<file path="src/rtl/pf_pkg.sv">
package pf_pkg;
  typedef enum logic [1:0] {
    RS_DOMAIN = 2'd0,
    RS_GROUP  = 2'd1,
    RS_BASE   = 2'd2,
    RS_LIMIT  = 2'd3
  } reg_sel_e;

  typedef enum logic [1:0] {
    WHY_NONE   = 2'd0,
    WHY_DOMAIN = 2'd1,
    WHY_WINDOW = 2'd2
  } why_e;
endpackage

</file>
<file path="src/rtl/pf_field.sv">
// One configuration field with its own reset value and select code.
module pf_field #(
  parameter int          W        = 16,
  parameter logic [W-1:0] RST_VAL = '0,
  parameter logic [1:0]  SEL_CODE = 2'd0
) (
  input  logic         clk,
  input  logic         rst_n,
  input  logic         we,
  input  logic [1:0]   sel,
  input  logic [W-1:0] wdata,
  output logic [W-1:0] q
);
  always_ff @(posedge clk) begin
    if (!rst_n)                      q <= RST_VAL;
    else if (we && sel == SEL_CODE)  q <= wdata;
  end
endmodule

</file>
<file path="src/rtl/pf_regs.sv">
// Configuration register set: two board masks and the window bounds.
module pf_regs #(
  parameter int NB      = 16,
  parameter int PAGE_W  = 24,
  parameter int DATA_W  = 24,
  parameter int SELF_ID = 0
) (
  input  logic              clk,
  input  logic              rst_n,
  input  logic              we,
  input  logic [1:0]        sel,
  input  logic [DATA_W-1:0] wdata,
  output logic [NB-1:0]     dom_mask,
  output logic [NB-1:0]     grp_mask,
  output logic [PAGE_W-1:0] lo_page,
  output logic [PAGE_W-1:0] hi_page
);
  import pf_pkg::*;

  localparam logic [NB-1:0]     SELF_BIT = {{(NB-1){1'b0}}, 1'b1} << SELF_ID;
  localparam logic [PAGE_W-1:0] LO_RST   = '1;
  localparam logic [PAGE_W-1:0] HI_RST   = '0;

  logic [NB-1:0] masks [2];

  for (genvar k = 0; k < 2; k++) begin : g_mask
    localparam logic [1:0] CODE = (k == 0) ? RS_DOMAIN : RS_GROUP;
    pf_field #(.W(NB), .RST_VAL(SELF_BIT), .SEL_CODE(CODE)) i_mask (
      .clk(clk), .rst_n(rst_n), .we(we), .sel(sel),
      .wdata(wdata[NB-1:0]), .q(masks[k])
    );
  end

  assign dom_mask = masks[0];
  assign grp_mask = masks[1];

  pf_field #(.W(PAGE_W), .RST_VAL(LO_RST), .SEL_CODE(RS_BASE)) i_lo (
    .clk(clk), .rst_n(rst_n), .we(we), .sel(sel),
    .wdata(wdata[PAGE_W-1:0]), .q(lo_page)
  );

  pf_field #(.W(PAGE_W), .RST_VAL(HI_RST), .SEL_CODE(RS_LIMIT)) i_hi (
    .clk(clk), .rst_n(rst_n), .we(we), .sel(sel),
    .wdata(wdata[PAGE_W-1:0]), .q(hi_page)
  );
endmodule

</file>
<file path="src/rtl/pf_decide.sv">
// Combinational verdict from the source board and the address page.
module pf_decide #(
  parameter int NB     = 16,
  parameter int SRC_W  = 4,
  parameter int PAGE_W = 24
) (
  input  logic [SRC_W-1:0]  src,
  input  logic [PAGE_W-1:0] page,
  input  logic [NB-1:0]     dom_mask,
  input  logic [NB-1:0]     grp_mask,
  input  logic [PAGE_W-1:0] lo_page,
  input  logic [PAGE_W-1:0] hi_page,
  output logic              hit,
  output pf_pkg::why_e      why
);
  import pf_pkg::*;

  logic src_ok, dom_hit, grp_bit, in_win;

  always_comb begin
    src_ok  = (int'(src) < NB);
    dom_hit = src_ok && dom_mask[src];
    grp_bit = src_ok && grp_mask[src];
    in_win  = (page >= lo_page) && (page <= hi_page);
    if (dom_hit) begin
      why = WHY_DOMAIN;
      hit = 1'b1;
    end else if (grp_bit && in_win) begin
      why = WHY_WINDOW;
      hit = 1'b1;
    end else begin
      why = WHY_NONE;
      hit = 1'b0;
    end
  end
endmodule

</file>
<file path="src/rtl/pf_stage.sv">
// Single-entry registered verdict stage with valid/ready on both sides.
module pf_stage #(
  parameter int SRC_W = 4
) (
  input  logic             clk,
  input  logic             rst_n,
  input  logic             in_valid,
  output logic             in_ready,
  input  logic             in_hit,
  input  pf_pkg::why_e     in_why,
  input  logic [SRC_W-1:0] in_src,
  output logic             out_valid,
  input  logic             out_ready,
  output logic             out_hit,
  output pf_pkg::why_e     out_why,
  output logic [SRC_W-1:0] out_src
);
  import pf_pkg::*;

  logic take;

  assign in_ready = !out_valid || out_ready;
  assign take     = in_valid && in_ready;

  always_ff @(posedge clk) begin
    if (!rst_n)        out_valid <= 1'b0;
    else if (in_ready) out_valid <= in_valid;
  end

  always_ff @(posedge clk) begin
    if (!rst_n) begin
      out_hit <= 1'b0;
      out_why <= WHY_NONE;
      out_src <= '0;
    end else if (take) begin
      out_hit <= in_hit;
      out_why <= in_why;
      out_src <= in_src;
    end
  end
endmodule

</file>
<file path="src/rtl/part_filter.sv">
// Per-board partition snoop filter: top level.
module part_filter #(
  parameter int NB      = 16,
  parameter int ADDR_W  = 40,
  parameter int PG_SH   = 16,
  parameter int SELF_ID = 2,
  localparam int SRC_W  = $clog2(NB),
  localparam int PAGE_W = ADDR_W - PG_SH,
  localparam int DATA_W = (PAGE_W > NB) ? PAGE_W : NB
) (
  input  logic              clk,
  input  logic              rst_n,
  input  logic              cfg_we,
  input  logic [1:0]        cfg_sel,
  input  logic [DATA_W-1:0] cfg_wdata,
  input  logic              lk_valid,
  output logic              lk_ready,
  input  logic [SRC_W-1:0]  lk_src,
  input  logic [ADDR_W-1:0] lk_addr,
  output logic              rs_valid,
  input  logic              rs_ready,
  output logic              rs_accept,
  output logic [1:0]        rs_via,
  output logic [SRC_W-1:0]  rs_src
);
  import pf_pkg::*;

  logic [NB-1:0]     dom_mask, grp_mask;
  logic [PAGE_W-1:0] lo_page, hi_page;
  logic              d_hit;
  why_e              d_why, s_why;

  pf_regs #(.NB(NB), .PAGE_W(PAGE_W), .DATA_W(DATA_W), .SELF_ID(SELF_ID)) i_regs (
    .clk(clk), .rst_n(rst_n), .we(cfg_we), .sel(cfg_sel), .wdata(cfg_wdata),
    .dom_mask(dom_mask), .grp_mask(grp_mask), .lo_page(lo_page), .hi_page(hi_page)
  );

  pf_decide #(.NB(NB), .SRC_W(SRC_W), .PAGE_W(PAGE_W)) i_decide (
    .src(lk_src), .page(lk_addr[ADDR_W-1:PG_SH]),
    .dom_mask(dom_mask), .grp_mask(grp_mask),
    .lo_page(lo_page), .hi_page(hi_page),
    .hit(d_hit), .why(d_why)
  );

  pf_stage #(.SRC_W(SRC_W)) i_stage (
    .clk(clk), .rst_n(rst_n),
    .in_valid(lk_valid), .in_ready(lk_ready),
    .in_hit(d_hit), .in_why(d_why), .in_src(lk_src),
    .out_valid(rs_valid), .out_ready(rs_ready),
    .out_hit(rs_accept), .out_why(s_why), .out_src(rs_src)
  );

  assign rs_via = s_why;
endmodule

</file>
<file path="config.mk">
export PLATFORM = sky130hd
export DESIGN_NAME = part_filter
export DESIGN_NICKNAME = d
export VERILOG_FILES = /design/src/rtl/pf_pkg.sv /design/src/rtl/pf_field.sv /design/src/rtl/pf_regs.sv /design/src/rtl/pf_decide.sv /design/src/rtl/pf_stage.sv /design/src/rtl/part_filter.sv
export SDC_FILE = /design/constraint.sdc
export NUM_CORES = 1
export LEC_CHECK = 0
export CAP_MARGIN = 0
export CELL_PAD_IN_SITES_DETAIL_PLACEMENT = 0
export CELL_PAD_IN_SITES_GLOBAL_PLACEMENT = 2
export CORE_MARGIN = 3
export CORE_UTILIZATION = 44
export CTS_BUF_LIST = sky130_fd_sc_hd__clkbuf_8
export CTS_CLUSTER_DIAMETER = 40
export CTS_CLUSTER_SIZE = 30
export DETAILED_ROUTE_END_ITERATION = 7
export DONT_BUFFER_PORTS = 1
export GPL_ROUTABILITY_DRIVEN = 0
export PLACE_DENSITY = 0.95
export RECOVER_POWER = 100
export SYNTH_ARGS = -nofsm -noshare
export SYNTH_HDL_FRONTEND = slang
export SYNTH_HIERARCHICAL = 1
export SYNTH_SLANG_ARGS = --single-unit
</file>
<file path="constraint.sdc">
create_clock -name clk -period 3.7 [get_ports clk]
set_input_delay 0.37 -clock clk [delete_from_list [all_inputs] [get_ports clk]]
set_output_delay 0.37 -clock clk [all_outputs]
set_load 0.02 [all_outputs]
</file>
# Yosys cells after proc, flatten, opt, wreduce, memory -nomap -nowiden
# Cells that the tools add are included.
totals:
  register_bits: 88
  word_cells: 32
op_classes:
  n_lt_le_gt_ge: 3
  eq_ne: 3
  n_mux: 8
  n_reduce_logical: 10
ops:
  columns: ["cell", "count"]
  rows:
  - ["24-bit greater-or-equal comparator", 1]
  - ["24-bit <= comparator", 1]
  - ["1-bit binary-select mux with 4-bit select", 2]
  - ["1-bit logical AND", 7]
  - ["4-bit by 5-bit less-than comparator with 1-bit output (second input constant)", 1]
  - ["2-bit == test (second input constant)", 2]
  - ["1-bit two-way mux", 4]
  - ["2-bit two-way mux", 2]
  - ["2-bit by 1-bit == test with 1-bit output (second input constant)", 1]
  - ["2-bit zero test", 1]
  - ["1-bit zero test", 1]
  - ["1-bit logical OR", 1]

# Depth between registers and ports, before layout
depth:
  word_depth: 5
  mapped_depth: 10
  depth_no_buf: 10

# By module
# The synthesis kept the hierarchy.
modules_own_cells:
  columns: ["mod", "n_inst", "cells_per_inst", "area_per_inst_um2"]
  rows:
  - ["pf_decide", 1, 186, 1461.4]
  - ["pf_field (i_regs.i_lo)", 1, 110, 1152.4]
  - ["pf_field (i_regs.i_hi)", 1, 105, 983.4]
  - ["pf_field (i_regs.g_mask[0].i_mask)", 1, 70, 663.1]
  - ["pf_field (i_regs.g_mask[1].i_mask)", 1, 70, 654.4]
  - ["pf_stage", 1, 35, 332.8]

# Worst setup path before layout
# No wires, ideal clock.
synth_timing:
  path_kind: "input to register"
  startpoint: "input lk_addr[19]"
  endpoint: "register i_stage.out_hit"
  setup_ns: 0.072
  arrival_ns: 1.982
  t_required_ns: 3.628
  slack_ns: 1.647
  cell_stages: 9
  cell_sequence: "ha_1 -> o21a_1 -> nor2_1 -> or4_1 -> a2111oi_0 -> o21ai_0 -> o21bai_1 -> nand2_1 -> mux2i_1"
synth_via:
  elab_chain_cells: 5
  word_cells_on_any_way: 6
  cone_classes: "2 x order compare; 2 x mux; 2 x reduce/logical"
synth_rtl:
  columns: ["item", "line", "rtl"]
  rows:
  - ["start: declaration", "part_filter.sv:19", "input logic [ADDR_W-1:0] lk_addr,"]
  - ["24-bit greater-or-equal comparator / 24-bit <= comparator (equally long branches)", "pf_decide.sv:24", "in_win = (page >= lo_page) && (page <= hi_page);"]
  - ["1-bit logical AND (*)", "pf_decide.sv:24", null]
  - ["1-bit logical AND (*)", "pf_decide.sv:28", "end else if (grp_bit && in_win) begin"]
  - ["1-bit two-way mux (*)", "pf_decide.sv:28", null]
  - ["1-bit two-way mux (*)", "pf_decide.sv:25", "if (dom_hit) begin"]
  - ["via d_hit", "part_filter.sv:30", "logic d_hit;"]
  - ["end signal: assignment", "pf_stage.sv:36", "out_hit <= in_hit;"]
  - ["end: declaration", "pf_stage.sv:14", "output logic out_hit,"]
# The timed path passes the listed nets; every way through them passes the cells marked *.
# A chain may end at the register's enable or synchronous reset.

# Worst setup path in the final report
layout_timing:
  startpoint: "register i_regs.i_lo.q[11]"
  endpoint: "register i_stage.out_hit"
layout_via:
  elab_chain_cells: 5
layout_rtl:
  columns: ["item", "line", "rtl"]
  rows:
  - ["start: declaration", "pf_field.sv:12", "output logic [W-1:0] q"]
  - ["start signal: assignment", "pf_field.sv:16", "else if (we && sel == SEL_CODE) q <= wdata;"]
  - ["24-bit greater-or-equal comparator", "pf_decide.sv:24", null]
  - ["1-bit logical AND", "pf_decide.sv:24", null]
  - ["1-bit logical AND", "pf_decide.sv:28", null]
  - ["1-bit two-way mux", "pf_decide.sv:28", null]
  - ["1-bit two-way mux", "pf_decide.sv:25", null]
  - ["via d_hit", "part_filter.sv:30", null]
# The timed path passes the listed nets, and every way through them passes these cells.

==> results.cfg <==
[clocking]
hold_buffers = 0
cts_made_buffers = 9
cts_tree = done
clock_latency_ns = 0.36
clk_pin_slew_ns = 0.09
postCtsSetupBuffers = 0
htree_levels = 3
ctsResizeCount = 0
root_buffer = clkbuf_8
cts_buffer_depth = 2
cts_sinks = 88

[layout]
drive_gt1_share_pct = 5.018
nets = 677
finalNonFillerCells = 701
syn2layout_area_growth_pct = -0.3337
antenna_cells = 0

[hold_path]
hold_class = primary input to flip-flop
min_path_cells = 1
hold_path.startpoint = rst_n
whs_endpoint = i_regs/g_mask[1].i_mask/q[2]

[grt]
grt_pass1_wl_um = 19420
track_usage_pct = 18.72
grt_start_max_net_pins = 150
overflow = 0
grt_pass1_vias = 3724
antenna_found_initial = 0

[timing]
final.setup.tns_ns = 0
slew_viol_final = 0
finalClockSkew_ns = 0.008615
relSlewSlack_pct = 17.04
rsz0062_at_grt = no
timing.final.crit_share_pct = 73.17
timing.final.crit_period_ns = 2.707
setup_violations = 0
finalHoldViolCount = 0
worstMarginPinSlew_ns = 1.244
fmax_ghz = 0.3694

[setup_path]
crit_path_max_incr_delay_ns = 0.68
critical_path_class = flip-flop to flip-flop
worst-path-max-fanout = 3
worstSetupEndpointType = flip-flop
cp_slowest_cell = a2111oi_0
r2r_cells = 10
worstPathArrival_ns = 2.93
r2r-end = i_stage/out_hit
r2r-start = i_regs/i_lo/q[11]
crit_path_start_kind = flip-flop
critical_path.cell_chain = inv_1, ha_1, a21oi_1, o21ai_0, a2111oi_0, a2111oi_0, o21ai_0, o21bai_1, nand2_1, mux2i_1
rrSetupSlack_ns = 0.99
required_ns = 3.92

[floorplanning]
die_h_um = 115.2
die_w_um = 115.2
rows = 39
dieArea_um2 = 13270
core_um2 = 11520
initial_core_util_pct = 45.57
io_pins = 84

[routing]
dr.first_iter.drc_count = 162
dr_total_vias = 3777
via_per_inst = 5.388
wirelength_um = 12180
route.detailed.drc = 0
ant_nets = 0
firstDrtPassIters = 5
wl_per_cell_um = 17.37

[synthesis]
synthArstFlopShare_pct = 0
synthCells = 576
synth_top_family_by_area = simple AND/OR/NAND/NOR gates
syn_area_um2 = 5248
ys_seq_area_share_pct = 33.57
synthSimpleGateAreaFrac_pct = 17.57
synthFlopType = dfxtp_1
synth_fa_ha_area_share_pct = 11.44
muxShareOfSynthArea_pct = 15.98
synth_fp_nets = 699
synth_warnings = 6
syn_area_per_cell_um2 = 9.110
synth_xor_area_share_pct = 0
synth_edf_count = 0
ys_seq_elements = 88
synth_compound_area_share_pct = 10.49
yosysUniqueCellTypes = 41

[placed_design]
post-dp-hpwl_um = 8805
port_buffers = 0
place_inst = 686

[pwr]
power.leakage_nw = 2.346
vdd_ir_drop_max_mv = 0.2018
cellPowerDensity_nw_per_um2 = 342.7

[flow_run]
cap_violations = 0

[outcome]
status = completed
==> metrics by stage <==
| step | util [%] | power [mW] | area [um^2] | hold WS [ns] | setup slack, ns |
|---|---|---|---|---|---|
| 3_3_place_gp | 44.84 | 1.239 | 5164 | 0.4376 | 1.042 |
| 2_1_floorplan | - | 1.253 | 5248 | 0.4299 | 1.647 |
| 5_1_grt | 45.42 | 1.885 | 5230 | 0.08957 | 0.8644 |
| 3_5_place_dp | 44.84 | 1.250 | 5164 | 0.4471 | 1.007 |
| 4_1_cts | 46.16 | 1.818 | 5316 | 0.07264 | 0.9841 |
| 6_report | 45.42 | 1.792 | 5230 | 0.1211 | 0.9926 |
==> power by group <==
group | switching [mW] | internal, mW | total (mW)
registers | 0.0253 | 0.986 | 1.01
logic | 0.104 | 0.105 | 0.209
clock network | 0.340 | 0.233 | 0.572
total | 0.469 | 1.32 | 1.79
==> how the worst max path moves through the flow <==
stage                 startpoint              end  slack [ns]  depth (start not counted)
2_1_floorplan        lk_addr[19]  i_stage/out_hit        1.65                          9
3_3_place_gp   i_regs/i_lo/q[11]  i_stage/out_hit        1.04                         10
3_5_place_dp   i_regs/i_lo/q[11]  i_stage/out_hit        1.01                         10
4_1_cts        i_regs/i_lo/q[11]  i_stage/out_hit        0.98                         10
5_1_grt        i_regs/i_lo/q[11]  i_stage/out_hit        0.86                         10
6_report       i_regs/i_lo/q[11]  i_stage/out_hit        0.99                         10
==> kinds of logic after synthesis <==
kind of cell / count (synthesis)
AO/OA/AOI/OAI: 67
flip-flops: 88
multiplexers: 71
buffers and inverters: 113
adder cells (fa/ha/maj): 48
AND/OR/NAND/NOR: 189
==> metal layers <==
layer,share of wire [%],vias up,GRT usage [%]
li1,-,1916,-
met1,47,1758,25.69
met2,46,99,29.75
met3,6.7,4,4.789
met4,0.090,0,4.225
met5,0,-,0
==> flip-flops by register name, indices dropped and copies added, names as in the netlist <==
name and cells:
i_stage/out_why 2, i_stage/out_hit 1, i_regs/g_mask.i_mask/q 32, i_regs/i_lo/q 24, i_stage/out_valid 1, i_regs/i_hi/q 24, i_stage/out_src 4
==> worst max-delay path: cells and delay by family, from the launching register on <==
kind / cells / cell delay (ns)
AO/OA/AOI/OAI: 6 / 1.74
adder cells (fa/ha/maj): 1 / 0.32
buffers and inverters: 1 / 0.04
flip-flops: 1 / 0.34
multiplexers: 1 / 0.06
AND/OR/NAND/NOR: 1 / 0.07
==> synth_stat cells, types with 2 or more instances <==
cell type | instances | area, um^2
o21ai_0 | 7 | 35.03
o21a_1 | 2 | 15.01
mux4_2 | 5 | 112.6
mux2i_1 | 62 | 620.6
mux4_1 | 4 | 105.1
a211oi_1 | 2 | 15.01
and3b_1 | 2 | 17.52
dfxtp_1 | 88 | 1762
ha_1 | 48 | 600.6
nand4b_1 | 25 | 219.0
clkbuf_1 | 13 | 48.80
buf_12 | 4 | 80.08
a21oi_1 | 17 | 85.08
nand2_1 | 133 | 499.2
o211ai_2 | 20 | 250.2
nor3_1 | 2 | 10.01
inv_1 | 77 | 289.0
buf_6 | 9 | 101.4
a2111oi_0 | 3 | 26.28
a221oi_1 | 2 | 17.52
nand3_1 | 3 | 15.01
a21o_1 | 2 | 15.01
o211ai_1 | 7 | 52.55
nor2_1 | 6 | 22.52
buf_2 | 8 | 40.04
nand4_1 | 7 | 43.79
buf_4 | 2 | 15.01
nor2b_1 | 3 | 18.77
==> area by class of cell <==
cell class,count,area [um^2]
clock inverters,6,28.78
inverters,77,289.0
repair buffers,3,11.26
well taps,143,178.9
multi-input cells,375,2836
fillers,1128,6286
flip-flops and latches,88,1762
clock buffers,9,123.9
==> placed cells by master (no fill, tap or decap), drive strengths merged, types with 6 or more instances in the layout <==
| cell type | netlist | layout |
|---|---|---|
| o211ai | 27 | 27 |
| nand2 | 133 | 133 |
| nand4b | 25 | 25 |
| inv | 77 | 78 |
| o21ai | 7 | 7 |
| nor2 | 6 | 6 |
| ha | 48 | 48 |
| a21oi | 17 | 17 |
| mux4 | 9 | 9 |
| mux2i | 62 | 62 |
| clkbuf | 13 | 12 |
| nand4 | 7 | 7 |
| dfxtp | 88 | 88 |
No activity file was read; power rests on OpenSTA's default activity.
